$ cat config.mk
export PLATFORM = sky130hd
export DESIGN_NAME = pvlan_egress_filter
export DESIGN_NICKNAME = d
export VERILOG_FILES = /design/src/rtl/pvlan_pkg.sv /design/src/rtl/pvlan_reg_bank.sv /design/src/rtl/pvlan_decide.sv /design/src/rtl/pvlan_egress_filter.sv
export SDC_FILE = /design/constraint.sdc
export NUM_CORES = 1
export LEC_CHECK = 0
export BUFFER_PORTS_ARGS = -buffer_cell sky130_fd_sc_hd__clkbuf_2
export CELL_PAD_IN_SITES_DETAIL_PLACEMENT = 0
export CELL_PAD_IN_SITES_GLOBAL_PLACEMENT = 1
export CORE_MARGIN = 8
export CORE_UTILIZATION = 43
export DETAILED_ROUTE_END_ITERATION = 12
export PLACE_DENSITY_LB_ADDON = 0.25
export SYNTH_ARGS = -nofsm -noshare
export SYNTH_HDL_FRONTEND = slang
export SYNTH_SLANG_ARGS = --single-unit
$ cat constraint.sdc
create_clock -name clk -period 7.6 [get_ports clk]
set_clock_uncertainty 0.1 [all_clocks]
set_input_delay 0.76 -clock clk [delete_from_list [all_inputs] [get_ports clk]]
set_output_delay 0.76 -clock clk [all_outputs]
set_load 0.02 [all_outputs]
$ cat src/rtl/pvlan_pkg.sv
package pvlan_pkg;
  // frame class codes seen on lkp_class
  typedef enum logic [1:0] {
    CLS_UCAST = 2'd0,
    CLS_MCAST = 2'd1,
    CLS_BCAST = 2'd2,
    CLS_NONE  = 2'd3
  } frame_class_e;

  // control byte bit positions
  localparam int CTL_RX_OFF = 0;
  localparam int CTL_TX_OFF = 1;
  localparam int CTL_BC_EN  = 2;
  localparam int CTL_MC_EN  = 3;
  localparam int CTL_UC_EN  = 4;

  // page select values
  localparam logic PAGE_CTRL = 1'b0;
  localparam logic PAGE_MASK = 1'b1;
endpackage

$ cat src/rtl/pvlan_reg_bank.sv
module pvlan_reg_bank #(
  parameter int               DEPTH   = 9,
  parameter int               WIDTH   = 16,
  parameter logic [WIDTH-1:0] RST_VAL = '0
) (
  input  logic                         clk,
  input  logic                         rst_n,
  input  logic [DEPTH-1:0]             wr_sel,
  input  logic [WIDTH-1:0]             wr_data,
  output logic [DEPTH-1:0][WIDTH-1:0]  q
);
  for (genvar i = 0; i < DEPTH; i++) begin : g_entry
    logic [WIDTH-1:0] r_q;
    logic [WIDTH-1:0] r_d;
    logic             r_en;

    always_comb begin
      r_en = wr_sel[i];
      r_d  = wr_data;
    end

    always_ff @(posedge clk or negedge rst_n) begin
      if (!rst_n)    r_q <= RST_VAL;
      else if (r_en) r_q <= r_d;
    end

    assign q[i] = r_q;
  end
endmodule

$ cat src/rtl/pvlan_decide.sv
module pvlan_decide
  import pvlan_pkg::*;
#(
  parameter int NUM_PORTS = 9,
  parameter int CPU_PORT  = 8,
  parameter int PORT_W    = 4
) (
  input  logic                                 clk,
  input  logic                                 rst_n,
  input  logic                                 lkp_valid,
  input  logic [PORT_W-1:0]                    lkp_port,
  input  logic [1:0]                           lkp_class,
  input  logic [NUM_PORTS-1:0][NUM_PORTS-1:0]  fwd_mask,
  input  logic [NUM_PORTS-1:0]                 rx_off,
  input  logic [NUM_PORTS-1:0]                 tx_off,
  input  logic [2:0]                           cpu_cls_en,  // [2] uc, [1] mc, [0] bc
  output logic                                 egress_valid,
  output logic [NUM_PORTS-1:0]                 egress_vec
);
  frame_class_e         cls;
  logic                 hit;
  logic                 sel_rx_off;
  logic [NUM_PORTS-1:0] sel_mask;
  logic [NUM_PORTS-1:0] self_bit;
  logic [NUM_PORTS-1:0] cpu_keep;
  logic                 cpu_ok;
  logic [NUM_PORTS-1:0] vec_d;
  logic                 valid_q;
  logic [NUM_PORTS-1:0] vec_q;

  always_comb begin
    cls        = frame_class_e'(lkp_class);
    hit        = 1'b0;
    sel_rx_off = 1'b0;
    sel_mask   = '0;
    self_bit   = '0;
    for (int p = 0; p < NUM_PORTS; p++) begin
      if (int'(lkp_port) == p) begin
        hit         = 1'b1;
        sel_rx_off  = rx_off[p];
        sel_mask    = fwd_mask[p];
        self_bit[p] = 1'b1;
      end
    end
    case (cls)
      CLS_UCAST: cpu_ok = cpu_cls_en[2];
      CLS_MCAST: cpu_ok = cpu_cls_en[1];
      CLS_BCAST: cpu_ok = cpu_cls_en[0];
      default:   cpu_ok = 1'b0;
    endcase
    cpu_keep           = '1;
    cpu_keep[CPU_PORT] = cpu_ok;
    if (hit && !sel_rx_off) vec_d = sel_mask & ~tx_off & ~self_bit & cpu_keep;
    else                    vec_d = '0;
  end

  always_ff @(posedge clk or negedge rst_n) begin
    if (!rst_n) begin
      valid_q <= 1'b0;
      vec_q   <= '0;
    end else begin
      valid_q <= lkp_valid;
      vec_q   <= lkp_valid ? vec_d : '0;
    end
  end

  assign egress_valid = valid_q;
  assign egress_vec   = vec_q;
endmodule

$ cat src/rtl/pvlan_egress_filter.sv
module pvlan_egress_filter
  import pvlan_pkg::*;
#(
  parameter int NUM_PORTS = 9,
  parameter int CPU_PORT  = NUM_PORTS - 1,
  parameter int MASK_W    = 16,
  parameter int CTRL_W    = 8,
  parameter int OFFS_W    = 8,
  parameter int PORT_W    = 4
) (
  input  logic                 clk,
  input  logic                 rst_n,
  input  logic                 bus_we,
  input  logic                 bus_page,
  input  logic [OFFS_W-1:0]    bus_offs,
  input  logic [MASK_W-1:0]    bus_wdata,
  output logic [MASK_W-1:0]    bus_rdata,
  input  logic                 lkp_valid,
  input  logic [PORT_W-1:0]    lkp_port,
  input  logic [1:0]           lkp_class,
  output logic                 egress_valid,
  output logic [NUM_PORTS-1:0] egress_vec
);
  localparam logic [MASK_W-1:0] MASK_RST = MASK_W'({NUM_PORTS{1'b1}});
  localparam logic [CTRL_W-1:0] CTRL_RST = '0;

  // reset: asserted asynchronously, released on the clock
  logic [1:0] rst_pipe;
  logic       rst_sync_n;
  always_ff @(posedge clk or negedge rst_n) begin
    if (!rst_n) rst_pipe <= 2'b00;
    else        rst_pipe <= {rst_pipe[0], 1'b1};
  end
  assign rst_sync_n = rst_pipe[1];

  logic [NUM_PORTS-1:0]                mask_sel;
  logic [NUM_PORTS-1:0]                ctrl_sel;
  logic [NUM_PORTS-1:0][MASK_W-1:0]    mask_q;
  logic [NUM_PORTS-1:0][CTRL_W-1:0]    ctrl_q;
  logic [NUM_PORTS-1:0][NUM_PORTS-1:0] fwd_mask;
  logic [NUM_PORTS-1:0]                rx_off;
  logic [NUM_PORTS-1:0]                tx_off;
  logic [2:0]                          cpu_cls_en;

  // address decode and read mux
  always_comb begin
    mask_sel  = '0;
    ctrl_sel  = '0;
    bus_rdata = '0;
    for (int p = 0; p < NUM_PORTS; p++) begin
      if (bus_page == PAGE_MASK && int'(bus_offs) == 2 * p) begin
        mask_sel[p] = bus_we;
        bus_rdata   = mask_q[p];
      end
      if (bus_page == PAGE_CTRL && int'(bus_offs) == p) begin
        ctrl_sel[p] = bus_we;
        bus_rdata   = MASK_W'(ctrl_q[p]);
      end
    end
  end

  pvlan_reg_bank #(.DEPTH(NUM_PORTS), .WIDTH(MASK_W), .RST_VAL(MASK_RST)) u_masks (
    .clk(clk), .rst_n(rst_sync_n), .wr_sel(mask_sel), .wr_data(bus_wdata), .q(mask_q)
  );

  pvlan_reg_bank #(.DEPTH(NUM_PORTS), .WIDTH(CTRL_W), .RST_VAL(CTRL_RST)) u_ctrls (
    .clk(clk), .rst_n(rst_sync_n), .wr_sel(ctrl_sel), .wr_data(bus_wdata[CTRL_W-1:0]), .q(ctrl_q)
  );

  for (genvar p = 0; p < NUM_PORTS; p++) begin : g_split
    assign fwd_mask[p] = mask_q[p][NUM_PORTS-1:0];
    assign rx_off[p]   = ctrl_q[p][CTL_RX_OFF];
    assign tx_off[p]   = ctrl_q[p][CTL_TX_OFF];
  end
  assign cpu_cls_en = {ctrl_q[CPU_PORT][CTL_UC_EN], ctrl_q[CPU_PORT][CTL_MC_EN],
                       ctrl_q[CPU_PORT][CTL_BC_EN]};

  pvlan_decide #(.NUM_PORTS(NUM_PORTS), .CPU_PORT(CPU_PORT), .PORT_W(PORT_W)) u_decide (
    .clk(clk), .rst_n(rst_sync_n), .lkp_valid(lkp_valid), .lkp_port(lkp_port),
    .lkp_class(lkp_class), .fwd_mask(fwd_mask), .rx_off(rx_off), .tx_off(tx_off),
    .cpu_cls_en(cpu_cls_en), .egress_valid(egress_valid), .egress_vec(egress_vec)
  );
endmodule

==> summary.md <==
| Metric | Value |
|---|---|
| Status | finished clean |
| Clock transition at path regs | 0.06 ns |
| Die height | 180.7 um |
| Global-route wire length before repair | 55.95 mm |
| Critical path fanouts, max | 29 |
| Initial antenna violation count | 0 |
| Syn nets | 1022 |
| Area grow syn2layout | 11.63% |
| GRT Overall Usage | 22.11% |
| Worst slew pin tran | 1.199 ns |
| Multiplexer share of the synthesized area | 25.04% |
| Largest net degree at the start of global routing | 73 |
| Fmax | 208.8 MHz |
| I/O pins | 61 |
| Diode count | 0 |
| Wirelength per Cell | 26.30 um |
| Highest-count cells in the layout ignoring fill and taps | mux2_2, dfrtp_1, dfstp_2 |
| Clock sinks | 228 |
| Unique masters post-synth | 65 |
| Final ANT Viol Nets | 0 |
| Die X | 180.7 um |
| CP Class | input port to output port |
| Final worst path period need | 4.789 ns |
| Via density per instance | 6.211 |
| # DRC | 0 |
| Final setup margin | 2.811 ns |
| Worst slew margin relative to its limit | 19.84% |
| Core Util, Final | 48.60% |
| Clk Latency, worst-skew pair | 0.53 ns |
| Rows | 60 |
| Adder-Cell Fraction of Synth Area | 0% |
| Number of global-route vias before repair | 8947 |
| Max-slew violations | 0 |
| Non-Filler Instances | 1377 |
| Worst Hold Class | register to async pin |
| Drt pass-1 iters | 5 |
| Final Hold Fails | 0 |
| Top FF cell, synth | dfrtp_1 |
| Htree depth | 1 |
| Simple-gate share of the synthesized area | 10.22% |
| CTS tree | done |
| Post-synthesis async set-or-reset flop share | 100.0% |
| Mapped Area | 11670 sq um |
| Post-synthesis xor/xnor area fraction | 0% |
| CTS resizes | 0 |
| Die area | 32660 sq um |
| Total CTS buffers | 25 |
| Critical Path AT | 3.93 ns |
| Sequential cell area fraction in the yosys report | 49.76% |
| VDD IR max | 0.0001681 V |
| Final Wtd Congestion | 0.8787 |
| Final setup viols | 0 |
| Max Cap Viol | 0 |
| CP Data Required Time | 6.74 ns |
| Clock Tree Buf Depth | 3 |
| Cts hold-fix bufs | 1 |
| Port bufs | 60 |
| Core Area | 26800 sq um |
| DP Area | 12190 sq um |
| PD cells | 205.9 nW/um^2 |
| Initial Util | 43.54% |
| Most common cell after layout, fill and taps aside | mux2_2 |
| Root buffer cell | clkbuf_16 |
| Fin crit share | 63.01% |
| DRT iter0 DRCs | 640 |
| Largest family of logic cells by synthesized area | multiplexers |
| RSZ-0062 raised after global routing | false |
| Synth Area in Compound Gates | 12.07% |
| Final WL | 36.22 mm |
| Mapped Cells | 987 |
| Number of setup buffers added after CTS | 0 |
| Gr ovfl total | 0 |
| Via Count | 8553 |
| Post-synth EDFFs | 0 |
| Share of layout cells above drive strength 1 | 44.11% |
| Mapped Avg Cell Area | 11.82 sq um |
| Post-Place Cells | 1331 |
| NumNets Final | 1053 |
| Leakage power | 5.774 nW |
| Setup TNS | 0 ns |
| Seq cells post-synth | 228 |
| Worst setup SP type | input port |
| Final Cell Area | 13030 sq um |
| Yosys warns | 0 |
| Dpl hpwl | 24.49 mm |
| Place WS | 2.862 ns |
| Crit end category | output port |
per-layer routing:
layer,up-vias,share of wire (%),GRT usage (%)
met2,304,47,35.38
met3,77,5.6,3.430
met1,4409,44,29.77
met4,0,4.0,8.598
li1,3763,-,-
met5,-,0,0
sequential cells by signal (all words and copies together) (netlist names):
| register | count |
|---|---|
| u_masks.g_entry.r_q | 144 |
| u_ctrls.g_entry.r_q | 72 |
| u_decide.egress_vec | 9 |
| rst_pipe | 2 |
| u_decide.egress_valid | 1 |
metrics by stage:
step	hold slack, ns	power, mW
after floorplan	0.2312	1.412
after global placement	0.1039	1.488
after detailed placement	0.1039	1.490
after CTS	0.1095	2.713
after global routing	0.1302	2.777
final	0.09878	2.683
worst paths after layout:
| path | slack, ns | depth (start not counted) | end | startpoint |
|---|---|---|---|---|
| max | 2.81 | 8 | bus_rdata[2] | bus_page |
| min | 0.1 | 0 | u_ctrls.g_entry[0].r_q[7] | rst_pipe[1] |
| max reg2reg | 5.03 | 6 | u_decide.egress_vec[4] | u_ctrls.g_entry[1].r_q[0] |
| min reg2reg | 0.1 | 0 | u_ctrls.g_entry[0].r_q[7] | rst_pipe[1] |
| max in group asynchronous | 5.29 | 2 | u_ctrls.g_entry[5].r_q[0] | rst_pipe[1] |
| min in group clk | 0.25 | 1 | u_decide.egress_valid | lkp_valid |
cells in the mapped netlist (7+ instances only):
cell,n,area (sq um)
nand3_1,31,155.2
a21oi_1,24,120.1
dfstp_2,81,2128
a31oi_1,10,62.56
a2111oi_0,9,78.83
inv_1,7,26.28
nor2b_1,8,50.05
o22ai_1,9,56.30
mux2_2,236,2658
nor2_1,35,131.4
a32oi_1,12,105.1
a221oi_1,10,87.58
nand3b_1,8,60.06
o21ai_0,45,225.2
o21a_1,8,60.06
nand2_1,72,270.3
buf_2,30,150.1
nand4_1,14,87.58
clkbuf_1,34,127.6
mux2i_1,14,140.1
a22oi_1,30,225.2
dfrtp_1,147,3679
critical path, cell delays in order:
cell	delay (ns)
clkbuf_2	0.42
and2_1	0.46
a31oi_1	0.53
a22oi_1	0.20
a2111oi_0	0.90
nor2_1	0.12
o31a_1	0.35
clkbuf_2	0.17
logic make-up after synthesis:
logic type      count (synthesis)
simple gates                  225
flops                         228
buf+inv                        77
other cells                     1
compound gates                200
mux                           256
report_power, final:
group / internal (mW) / switching (mW) / leakage (nW)
sequential: 1.26 / 0.0238 / 2.87
clock: 0.726 / 0.487 / 0.400
combinational: 0.0624 / 0.126 / 2.50
total: 2.05 / 0.637 / 5.77
cell type report:
| class | instances | area, sq um |
|---|---|---|
| Inverter | 7 | 26.28 |
| Clock buffer | 42 | 779.5 |
| Fill cell | 2469 | 13770 |
| Sequential cell | 228 | 5811 |
| Timing Repair Buffer | 74 | 407.9 |
| Clock inverter | 3 | 42.54 |
| Multi-Input combinational cell | 682 | 5533 |
| Tap cell | 341 | 426.7 |
Note: power is estimated with default switching activity, not from simulation.
